--- src/rtl/pio_pkg.sv ---
package pio_pkg;
  localparam int unsigned PIO_NPORT = 6;
  localparam int unsigned PIO_PW    = 8;
  localparam int unsigned PIO_NIRQ  = 3;
  localparam int unsigned PIO_AW    = 4;

  typedef enum logic [1:0] {
    PG_BASE = 2'd0,
    PG_POL  = 2'd1,
    PG_EN   = 2'd2,
    PG_ID   = 2'd3
  } page_e;
endpackage

--- src/rtl/pio_sync.sv ---
module pio_sync #(
  parameter int unsigned W       = 8,
  parameter logic        RST_VAL = 1'b1
) (
  input  logic         clk_i,
  input  logic         rst_ni,
  input  logic [W-1:0] d_i,
  output logic [W-1:0] q_o
);
  logic [W-1:0] s1_q, s2_q;

  always_ff @(posedge clk_i or negedge rst_ni) begin
    if (!rst_ni) begin
      s1_q <= {W{RST_VAL}};
      s2_q <= {W{RST_VAL}};
    end else begin
      s1_q <= d_i;
      s2_q <= s1_q;
    end
  end

  assign q_o = s2_q;
endmodule

--- src/rtl/pio_irq_port.sv ---
module pio_irq_port #(
  parameter int unsigned W = 8
) (
  input  logic         clk_i,
  input  logic         rst_ni,
  input  logic [W-1:0] pin_i,
  input  logic         wr_pol_i,
  input  logic         wr_en_i,
  input  logic         wr_id_i,
  input  logic [W-1:0] wdata_i,
  output logic [W-1:0] pol_o,
  output logic [W-1:0] en_o,
  output logic [W-1:0] id_o
);
  logic [W-1:0] pol_q, en_q, id_q, prev_q;
  logic [W-1:0] en_d, id_d, hit;

  // edge qualified by polarity and the current enable
  assign hit  = en_q & ((pol_q & pin_i & ~prev_q) | (~pol_q & ~pin_i & prev_q));
  assign en_d = wr_en_i ? wdata_i : en_q;
  // set beats a write-0 clear; a cleared enable forces the bit low
  assign id_d = ((wr_id_i ? (id_q & wdata_i) : id_q) | hit) & en_d;

  always_ff @(posedge clk_i or negedge rst_ni) begin
    if (!rst_ni) begin
      pol_q  <= '0;
      en_q   <= '0;
      id_q   <= '0;
      prev_q <= '1;
    end else begin
      if (wr_pol_i) pol_q <= wdata_i;
      en_q   <= en_d;
      id_q   <= id_d;
      prev_q <= pin_i;
    end
  end

  assign pol_o = pol_q;
  assign en_o  = en_q;
  assign id_o  = id_q;
endmodule

--- src/rtl/paged_io_ctrl.sv ---
module paged_io_ctrl
  import pio_pkg::*;
#(
  parameter int unsigned NPORT = PIO_NPORT,
  parameter int unsigned PW    = PIO_PW,
  parameter int unsigned NIRQ  = PIO_NIRQ,
  parameter int unsigned AW    = PIO_AW
) (
  input  logic                clk_i,
  input  logic                rst_ni,
  input  logic [AW-1:0]       addr_i,
  input  logic [PW-1:0]       wdata_i,
  input  logic                wr_i,
  input  logic                rd_i,
  output logic [PW-1:0]       rdata_o,
  input  logic [NPORT*PW-1:0] pad_in_i,
  output logic [NPORT*PW-1:0] pad_oe_o,
  output logic                irq_o
);
  localparam int unsigned NPIN     = NPORT * PW;
  localparam int unsigned PEND_OFS = NPORT;
  localparam int unsigned PGLK_OFS = NPORT + 1;
  localparam int unsigned IRQ_OFS  = NPORT + 2;

  logic [NPIN-1:0]           pin_s;
  logic [NPORT-1:0]          lock_q;
  page_e                     page_q;
  logic [NIRQ-1:0][PW-1:0]   pol_v, en_v, id_v;
  logic [NIRQ-1:0]           pend;
  logic [PW-1:0]             rd_val;
  logic [PW-1:0]             pglk_rd;

  pio_sync #(.W(NPIN), .RST_VAL(1'b1)) u_sync (
    .clk_i (clk_i),
    .rst_ni(rst_ni),
    .d_i   (pad_in_i),
    .q_o   (pin_s)
  );

  for (genvar p = 0; p < NPORT; p++) begin : g_port
    logic [PW-1:0] lat_q;
    always_ff @(posedge clk_i or negedge rst_ni) begin
      if (!rst_ni) lat_q <= '0;
      else if (wr_i && addr_i == AW'(p) && !lock_q[p]) lat_q <= wdata_i;
    end
    assign pad_oe_o[p*PW +: PW] = lat_q;
  end

  always_ff @(posedge clk_i or negedge rst_ni) begin
    if (!rst_ni) begin
      page_q <= PG_BASE;
      lock_q <= '0;
    end else if (wr_i && addr_i == AW'(PGLK_OFS)) begin
      page_q <= page_e'(wdata_i[PW-1 -: 2]);
      lock_q <= lock_q | wdata_i[NPORT-1:0];
    end
  end

  for (genvar i = 0; i < NIRQ; i++) begin : g_irq
    logic hit_w;
    assign hit_w = wr_i && addr_i == AW'(IRQ_OFS + i);

    pio_irq_port #(.W(PW)) u_irq (
      .clk_i   (clk_i),
      .rst_ni  (rst_ni),
      .pin_i   (pin_s[i*PW +: PW]),
      .wr_pol_i(hit_w && page_q == PG_POL),
      .wr_en_i (hit_w && page_q == PG_EN),
      .wr_id_i (hit_w && page_q == PG_ID),
      .wdata_i (wdata_i),
      .pol_o   (pol_v[i]),
      .en_o    (en_v[i]),
      .id_o    (id_v[i])
    );

    assign pend[i] = |id_v[i];
  end

  assign irq_o = |pend;

  always_comb begin
    pglk_rd              = '0;
    pglk_rd[PW-1 -: 2]   = page_q;
    pglk_rd[NPORT-1:0]   = lock_q;
  end

  always_comb begin
    rd_val = '0;
    for (int p = 0; p < NPORT; p++) begin
      if (addr_i == AW'(p)) rd_val = ~pin_s[p*PW +: PW];
    end
    if (addr_i == AW'(PEND_OFS)) rd_val[NIRQ-1:0] = pend;
    if (addr_i == AW'(PGLK_OFS)) rd_val = pglk_rd;
    for (int i = 0; i < NIRQ; i++) begin
      if (addr_i == AW'(IRQ_OFS + i)) begin
        unique case (page_q)
          PG_POL:  rd_val = pol_v[i];
          PG_EN:   rd_val = en_v[i];
          PG_ID:   rd_val = id_v[i];
          default: rd_val = '0;
        endcase
      end
    end
  end

  assign rdata_o = rd_i ? rd_val : '0;
endmodule

--- config.mk ---
export PLATFORM = sky130hd
export DESIGN_NAME = paged_io_ctrl
export DESIGN_NICKNAME = d
export VERILOG_FILES = /design/src/rtl/pio_pkg.sv /design/src/rtl/pio_sync.sv /design/src/rtl/pio_irq_port.sv /design/src/rtl/paged_io_ctrl.sv
export SDC_FILE = /design/constraint.sdc
export NUM_CORES = 1
export LEC_CHECK = 0
export ABC_AREA = 1
export BUFFER_PORTS_ARGS = -buffer_cell sky130_fd_sc_hd__buf_2
export CAP_MARGIN = 20
export CORE_UTILIZATION = 33
export DETAILED_ROUTE_END_ITERATION = 10
export GPL_TIMING_DRIVEN = 0
export PLACE_DENSITY = 0.6
export SKIP_CTS_REPAIR_TIMING = 1
export SLEW_MARGIN = 0
export SYNTH_ARGS = -nofsm -noshare
export SYNTH_HDL_FRONTEND = slang
export SYNTH_SLANG_ARGS = --single-unit
--- constraint.sdc ---
create_clock -name clk_i -period 2.93 [get_ports clk_i]
set_clock_uncertainty 0.2 [all_clocks]
set_input_delay 0.293 -clock clk_i [delete_from_list [all_inputs] [get_ports clk_i]]
set_output_delay 0.293 -clock clk_i [all_outputs]
set_load 0.05 [all_outputs]
==> metrics.cfg, run 1 <==
[clocking]
clkTransAtPathRegs_ps=60
h-tree-depth=1
cts-root-buf=clkbuf_16
clk_latency_ps=550
clock_sinks=248
cts_buffers=27
cts_max_path_buffers=3
cts_tree=built

[final_layout]
regArea_um2=6359
post-route-util_pct=43.40
fillerInstances=2787
multiInputGateArea_um2=2810
area_growth_pct=28.03
drive_gt1_share_pct=27.48
fin_cells=1615
final_nets=1273

[logic_synthesis]
yosysMostFrequentCell=nand2_1
syn_area_per_cell_um2=9.798
ys.flop_type=dfrtp_1
synth_edf_count=0
ys_types=30
yosys-top-cells-area=dfrtp_1 (33%), dfstp_2 (32%), nand2_1 (8.3%)
synthTopCellsByCount=nand2_1 (218), inv_1 (136), dfrtp_1 (128), o21ai_0 (121), dfstp_2 (120)
synthArstFlopShare_pct=100.0
syn_nets=1065
syn_area_um2=9808
yosysTopAreaCell=dfrtp_1
yosysSeqAreaShare_pct=64.80
ys_seq_elements=248
synthCells=1001
synth_top_area_share_pct=32.66
yosysWarnings=0

[timing]
worstMarginPinSlew_ps=607.8
fin_ws_ps=38.62
final-setup-viol-count=0
finalHoldViolations=0
drv_slew=0
post-route-period-util_pct=98.68
fmax_mhz=345.9
rsz0062_at_grt=no
slew_headroom_pct=59.43
period_needed_ps=2891

[power_and_ir_drop]
peakVddDrop_mv=0.5151
p_leak_nw=5.908
p_per_area_nw_per_um2=706.2

[floorplan]
die_h_um=174.4
start_util_pct=33.90
core_um2=28940
die_area_um2=30420
std_cell_rows=62
ios=121
dieWidth_um=174.4

[detailed_routing]
drt-initial-drc-count=657
post_drt_wl_per_cell_um=16.78
drc=0
wl_um=27100
route.vias.total=7578
dr.pass1.iters=5
vias_per_cell=4.692
final_antenna_net_count=0

[grt]
grt_max_degree=94
grt_usage_pct=17.99
overflow=0
grt_pass1_vias=7317
antenna_found_initial=1
grt_pass1_wl_um=42010

[status]
status=finished clean

[setup_path]
critPathCaptureType=output pin
startpoint_type=flop
worst-path-max-fanout=10
crit_type=flop to output pin
required_ps=2440
crit_arrival_ps=2400

[worst_hold_path]
worstHoldPathType=input pin to flop

[place]
place_congestion=0.9554
port_buffers=119
dp_cells=1506
place_ws_ps=179.1
dp_hpwl_um=18610

[job]
maxCapViolCount=0

## final cells by class
| cell class | instances | share of cell area [%] |
|---|---|---|
| flip-flops and latches | 248 | 50.64 |
| multi-input cells | 587 | 22.38 |
| repair buffers | 179 | 9.984 |
| clock buffers | 35 | 6.108 |
| inverters | 143 | 4.285 |
| well taps | 384 | 3.826 |
| clock inverters | 15 | 1.764 |
| plain buffers | 23 | 0.9964 |
| diodes | 1 | 0.01993 |
## layer usage
metal	GRT usage, %	vias to the layer above	routed length [um]
met5	0	-	0
li1	-	3660	-
met2	27.29	248	11950
met3	3.543	53	1921
met4	5.336	0	756
met1	25.92	3617	12480
## worst paths after layout
kind                                            from                             endpoint  slack, ps  cells past startpoint
min reg2reg                u_sync.s1_q[29]$_DFF_PN1_             u_sync.q_o[29]$_DFF_PN1_        150                      0
min                                             wr_i  g_irq[0].u_irq.pol_o[3]$_DFFE_PN0P_        120                      4
max                            page_q[1]$_DFFE_PN0P_                           rdata_o[1]         40                      8
min in group asynchronous                     rst_ni     g_irq[0].u_irq.en_o[0]$_DFF_PN0_        150                      2
max in group asynchronous                     rst_ni             u_sync.q_o[21]$_DFF_PN1_       1500                      3
max reg2reg                    page_q[1]$_DFFE_PN0P_     g_irq[1].u_irq.id_o[1]$_DFF_PN0_        950                      6
## metrics by stage
step	hold WS (ps)	setup TNS (ps)	area [um2]	total power, W
after detailed placement	120.4	0	10950	0.005115
after CTS	-457.2	-1504	11940	0.008844
after global placement	145.9	-554690	10880	0.005078
final	123.8	0	12560	0.008868
after floorplan	-202.6	0	9808	0.004687
after global routing	152.5	0	12550	0.009273
## layout by cell type (no fill, tap or decap), types with 2 or more instances in the layout
| cell | count |
|---|---|
| clkbuf_16 | 28 |
| inv_2 | 6 |
| dfstp_2 | 120 |
| clkbuf_8 | 4 |
| inv_1 | 136 |
| clkinv_2 | 7 |
| dlygate4sd3_1 | 57 |
| dfrtp_1 | 126 |
| nor2_4 | 8 |
| nand2_1 | 218 |
| o21ai_1 | 40 |
| nor2_1 | 52 |
| inv_4 | 2 |
| dfrtp_2 | 2 |
| nand3_4 | 2 |
| a21oi_1 | 65 |
| buf_4 | 3 |
| nor2_2 | 2 |
| o211ai_1 | 4 |
| buf_16 | 2 |
| o21ai_0 | 120 |
| o221ai_1 | 8 |
| nand3_1 | 29 |
| nand4_1 | 13 |
| bufinv_16 | 5 |
| buf_2 | 121 |
| clkbuf_4 | 7 |
| nand3_2 | 9 |
| nand2_2 | 2 |
| o22ai_1 | 9 |
| clkbuf_1 | 11 |
| buf_6 | 2 |
## power by group
group	switching [W]	leakage [nW]	internal, W
registers	0.000213	2.80	0.00383
clock network	0.00141	0.494	0.00230
logic	0.000711	2.61	0.000404
## flip-flops by register name, summed over array words and instances, names as in the netlist
register,cells
lock_q,6
u_sync.s1_q,48
g_irq.u_irq.id_o,24
g_irq.u_irq.pol_o,24
g_irq.u_irq.prev_q,24
g_irq.u_irq.en_o,24
page_q,2
g_port.lat_q,48
u_sync.q_o,48
## cell families after synthesis
kind of cell	count (synthesis)	synth area share, %
compound gates	249	13.33
buf+inv	166	6.595
flops	248	64.80
simple gates	338	15.27
## worst max-delay path: stages, from the launching register on
cell	delay [ps]
dfrtp_2	470
nor2_4	210
buf_6	180
buf_6	170
nand2_1	70
o211ai_1	130
o21ai_1	90
nor2_1	270
buf_4	260
Note: power is estimated with default switching activity, not from simulation.
==> run 2, diff against run 1 <==
--- a/config.mk
+++ b/config.mk
@@ -11,7 +11,7 @@
 export CORE_UTILIZATION = 33
 export DETAILED_ROUTE_END_ITERATION = 10
 export GPL_TIMING_DRIVEN = 0
-export PLACE_DENSITY = 0.6
+export PLACE_DENSITY = 0.48
 export SKIP_CTS_REPAIR_TIMING = 1
 export SLEW_MARGIN = 0
 export SYNTH_ARGS = -nofsm -noshare
==> metrics.cfg, run 2 (same netlist as run 1, synthesis figures left out) <==
[timing]
slew_headroom_pct=57.05
final-setup-viol-count=0
finalHoldViolations=0
period_needed_ps=2872
fmax_mhz=348.1
rsz0062_at_grt=yes
drv_slew=0
post-route-period-util_pct=98.03
worstMarginPinSlew_ps=643.6

[floorplan]
core_um2=28940
start_util_pct=33.90
die_area_um2=30420
ios=121
std_cell_rows=62
die_h_um=174.4
dieWidth_um=174.4

[setup_path]
slowest_delay_ps=450
crit_type=flop to output pin
cpMostUsedCell=nand2_1
slowest_stage=dfrtp_2
cp.depth=9
crit_buf_inv=4
critPathCaptureType=output pin
rr_startpoint=page_q[1]$_DFFE_PN0P_
worst-path-max-fanout=10
reg2reg_depth=6
reg2reg_slack_ps=900
cp-endpoint=rdata_o[4]
required_ps=2440
r2r-end=g_irq[1].u_irq.id_o[0]$_DFF_PN0_
crit_arrival_ps=2380
startpoint_type=flop
crit_start=page_q[0]$_DFFE_PN0P_
crit_chain=inv_2, nand2_1, clkbuf_4, o22ai_1, o21ai_0, nand3_1, nand2_1, inv_1, buf_2
crit_family=buffers and inverters

[grt]
overflow=0
antenna_found_initial=0
grt_pass1_vias=7285
grt_pass1_wl_um=43410
grt_max_degree=111
grt_usage_pct=18.83

[detailed_routing]
drc=0
route.vias.total=7564
drt-initial-drc-count=577
wl_um=28310
post_drt_wl_per_cell_um=17.50
final_antenna_net_count=0
dr.pass1.iters=5
vias_per_cell=4.675

[clocking]
h-tree-depth=1
clk_latency_ps=570
clkTransAtPathRegs_ps=60
clock_sinks=248
cts_buffers=28
cts_max_path_buffers=3
cts_tree=built
cts-root-buf=clkbuf_16

[power_and_ir_drop]
p_per_area_nw_per_um2=698.3
switching_share_pct=27.46
peakVddDrop_mv=0.4626
p_comb_share_pct=13.0
pwr-share-seq_pct=46.0
p_leak_nw=5.910
p_clk_share_pct=40.9
p_total_w=0.008787
p_switching_w=0.002413
p_int_w=0.006374

[place]
dp_hpwl_um=19400
dpl-instance-area_um2=10950
place_congestion=0.8674
port_buffers=119

[final_layout]
drive_gt1_share_pct=28.28
fillerInstances=2865
area_growth_pct=28.29
final_nets=1276
fin_area_um2=12580
post-route-util_pct=43.49
layout_commonest_cell=nand2_1
final_cell_mix=nand2_1 (217), inv_1 (136), dfrtp_1 (126), buf_2 (123), dfstp_2 (120)
antennaDiodeCount=0

[worst_hold_path]
worstHoldPathType=input pin to asynchronous set/reset pin

[job]
maxCapViolCount=0

[status]
status=finished clean

-- run 2: routing by layer --
| metal | routed length (um) | global-route usage (%) | vias to the layer above |
|---|---|---|---|
| li1 | - | - | 3669 |
| met1 | 13160 | 27.08 | 3631 |
| met2 | 12730 | 28.70 | 215 |
| met3 | 1609 | 3.740 | 49 |
| met4 | 811 | 5.336 | 0 |
| met5 | 0 | 0 | - |
-- run 2: worst reg2reg max path, delay by kind of cell, from the launching register on --
kind | cells | cell delay, ps
simple gates | 2 | 490
flops | 1 | 470
compound gates | 2 | 380
buf+inv | 2 | 350
-- run 2: power by group through the flow --
| stage | clock network (W) | registers [W] | logic [W] |
|---|---|---|---|
| after floorplan | 0 | 0.00402 | 0.000670 |
| after global placement | 0 | 0.00409 | 0.00103 |
| after detailed placement | 0 | 0.00409 | 0.00105 |
| after CTS | 0.00370 | 0.00404 | 0.00105 |
| after global routing | 0.00383 | 0.00409 | 0.00130 |
| final | 0.00360 | 0.00404 | 0.00114 |
-- run 2: cell type report --
type,instances,area [um2],share of cell area (%)
buffer,23,128.9,1.024
clock buffer,37,847.1,6.732
clock inverter,15,138.9,1.104
inverter,143,538.0,4.276
multi-input combinational,587,2824,22.44
sequential,248,6359,50.53
tap,384,480.5,3.818
timing repair buffer,181,1267,10.07
-- run 2: how the worst min path moves through the flow --
| stage | from | to | slack [ps] | depth (start not counted) |
|---|---|---|---|---|
| after CTS | rst_ni | g_irq[1].u_irq.en_o[3]$_DFF_PN0_ | -490 | 1 |
| final | rst_ni | g_irq[1].u_irq.en_o[2]$_DFF_PN0_ | 90 | 2 |
| after global placement | u_sync.s1_q[21]$_DFF_PN1_ | u_sync.q_o[21]$_DFF_PN1_ | 150 | 0 |
| after floorplan | rst_ni | g_irq[0].u_irq.en_o[0]$_DFF_PN0_ | -200 | 0 |
| after detailed placement | rst_ni | g_irq[1].u_irq.en_o[2]$_DFF_PN0_ | 80 | 1 |
| after global routing | rst_ni | g_irq[1].u_irq.en_o[2]$_DFF_PN0_ | 110 | 2 |
-- run 2: metrics by stage --
stage,cells,hold slack [ps],setup WS (ps),setup TNS (ps)
after CTS,1558,-486.6,-319.1,-1856
after detailed placement,1506,83.82,233.4,0
after global routing,1618,110.6,-13.81,-29.20
final,1618,86.25,57.64,0
after floorplan,1001,-202.6,629.8,0
after global placement,1504,146.3,-3251,-606590
==> run 3, diff against run 2 <==
--- a/config.mk
+++ b/config.mk
@@ -12,6 +12,7 @@
 export DETAILED_ROUTE_END_ITERATION = 10
 export GPL_TIMING_DRIVEN = 0
 export PLACE_DENSITY = 0.48
+export REMOVE_ABC_BUFFERS = 1
 export SKIP_CTS_REPAIR_TIMING = 1
 export SLEW_MARGIN = 0
 export SYNTH_ARGS = -nofsm -noshare
==> metrics.cfg, run 3 (same netlist as run 1, synthesis figures left out) <==
[status]
status=finished clean

[place]
dp_hpwl_um=18550
place_congestion=0.8869
dp_cells=1484
port_buffers=120

[setup_path]
critPathCaptureType=output pin
startpoint_type=flop
reg2reg_depth=6
reg2reg_slack_ps=870
worst-path-max-fanout=6
slowest_delay_ps=480
slowest_stage=dfrtp_2
cp.depth=9
crit_arrival_ps=2380
crit_type=flop to output pin
crit_family=simple AND/OR/NAND/NOR gates
crit_chain=inv_4, nor2_4, inv_2, o221ai_1, nand2_1, nand3_1, nand2_1, inv_1, clkbuf_4
crit_buf_inv=4
r2r-end=g_irq[1].u_irq.id_o[0]$_DFF_PN0_
cpMostUsedCell=nand2_1
required_ps=2440
rr_startpoint=page_q[0]$_DFFE_PN0P_

[clocking]
clk_latency_ps=540
clkTransAtPathRegs_ps=60
h-tree-depth=1
cts_buffers=29
cts-root-buf=clkbuf_16
clock_sinks=248
cts_max_path_buffers=3
cts_tree=built

[final_layout]
post-route-util_pct=43.62
layout_commonest_cell=nand2_1
fin_cells=1613
fillerInstances=2846
final_nets=1267
drive_gt1_share_pct=28.06
final_cell_mix=nand2_1 (216), inv_1 (135), dfrtp_1 (126), o21ai_0 (121), dfstp_2 (120)
area_growth_pct=28.68

[grt]
grt_max_degree=122
busiest_layer=met2
grt_pass1_wl_um=41820
grtUsageMet3_pct=3.128
met1_usage_pct=25.93
grt_usage_pct=18.13
use_met2_pct=28.32
grt_pass1_vias=7015
antenna_found_initial=2
overflow=0

[floorplan]
die_area_um2=30420
std_cell_rows=62
start_util_pct=33.90
core_um2=28940
die_h_um=174.4
dieWidth_um=174.4
ios=121

[power_and_ir_drop]
p_leak_nw=5.896
p_per_area_nw_per_um2=695.7
peakVddDrop_mv=0.4556

[detailed_routing]
post_drt_wl_per_cell_um=17.21
route.vias.total=7454
vias_per_cell=4.621
final_antenna_net_count=0
wl_um=27760
drc=0
drt-initial-drc-count=525
dr.pass1.iters=5

[job]
maxCapViolCount=0

[timing]
final-setup-viol-count=0
drv_slew=0
post-route-period-util_pct=98.12
finalHoldViolations=0
period_needed_ps=2875
slew_headroom_pct=44.36
worstMarginPinSlew_ps=833.7
fmax_mhz=347.8

[worst_hold_path]
worstHoldPathType=input pin to asynchronous set/reset pin

## run 3: cell count changes in the layout (fill, tap and decap cells not counted), moves of 3 or more
cell / previous run / this run
clkinvlp_4: 5 / 1
diode_2: 0 / 3
buf_4: 6 / 10
buf_12: 0 / 4
buf_2: 123 / 115
## run 3: final cells by class
cell class	count	area (um2)	share of cell area (%)
inverter	143	545.5	4.322
sequential	248	6359	50.38
antenna	3	7.507	0.05948
clock buffer	45	877.1	6.950
timing repair buffer	193	1404	11.12
multi-input combinational	588	2872	22.75
clock inverter	9	76.32	0.6047
tap	384	480.5	3.807
## run 3: layer usage
metal | vias up | share of wire (%)
met4 | 0 | 2.2
met1 | 3574 | 47
met3 | 43 | 5.3
li1 | 3655 | -
met2 | 182 | 46
met5 | - | 0
## run 3: through the flow
step                      hold WS (ps)  worst slack [ps]  power (W)  area [um2]  setup TNS [ps]
final                            123.9             55.06   0.008780       12620               0
after global placement           145.9             -3159   0.005082       10780         -591300
after CTS                       -670.5            -631.5   0.008694       11800           -4533
after global routing             117.5            -8.858   0.009208       12610          -8.858
after floorplan                 -202.6             559.1   0.004665        9699               0
after detailed placement        -91.34            -38.63   0.005109       10850          -40.43
## run 3: how the worst max path moves through the flow
stage / from / endpoint / slack [ps]
2_1_floorplan: addr_i[2] / rdata_o[1] / 560
3_3_place_gp: rst_ni / g_irq[0].u_irq.pol_o[3]$_DFFE_PN0P_ / -3160
3_5_place_dp: page_q[0]$_DFFE_PN0P_ / rdata_o[3] / -40
4_1_cts: page_q[0]$_DFFE_PN0P_ / rdata_o[3] / -630
5_1_grt: page_q[0]$_DFFE_PN0P_ / rdata_o[7] / -9
6_report: page_q[0]$_DFFE_PN0P_ / rdata_o[7] / 60
## run 3: power breakdown
part / internal, W / total, W / switching [W]
combinational: 0.000456 / 0.00121 / 0.000754
sequential: 0.00383 / 0.00404 / 0.000214
clock: 0.00214 / 0.00353 / 0.00139
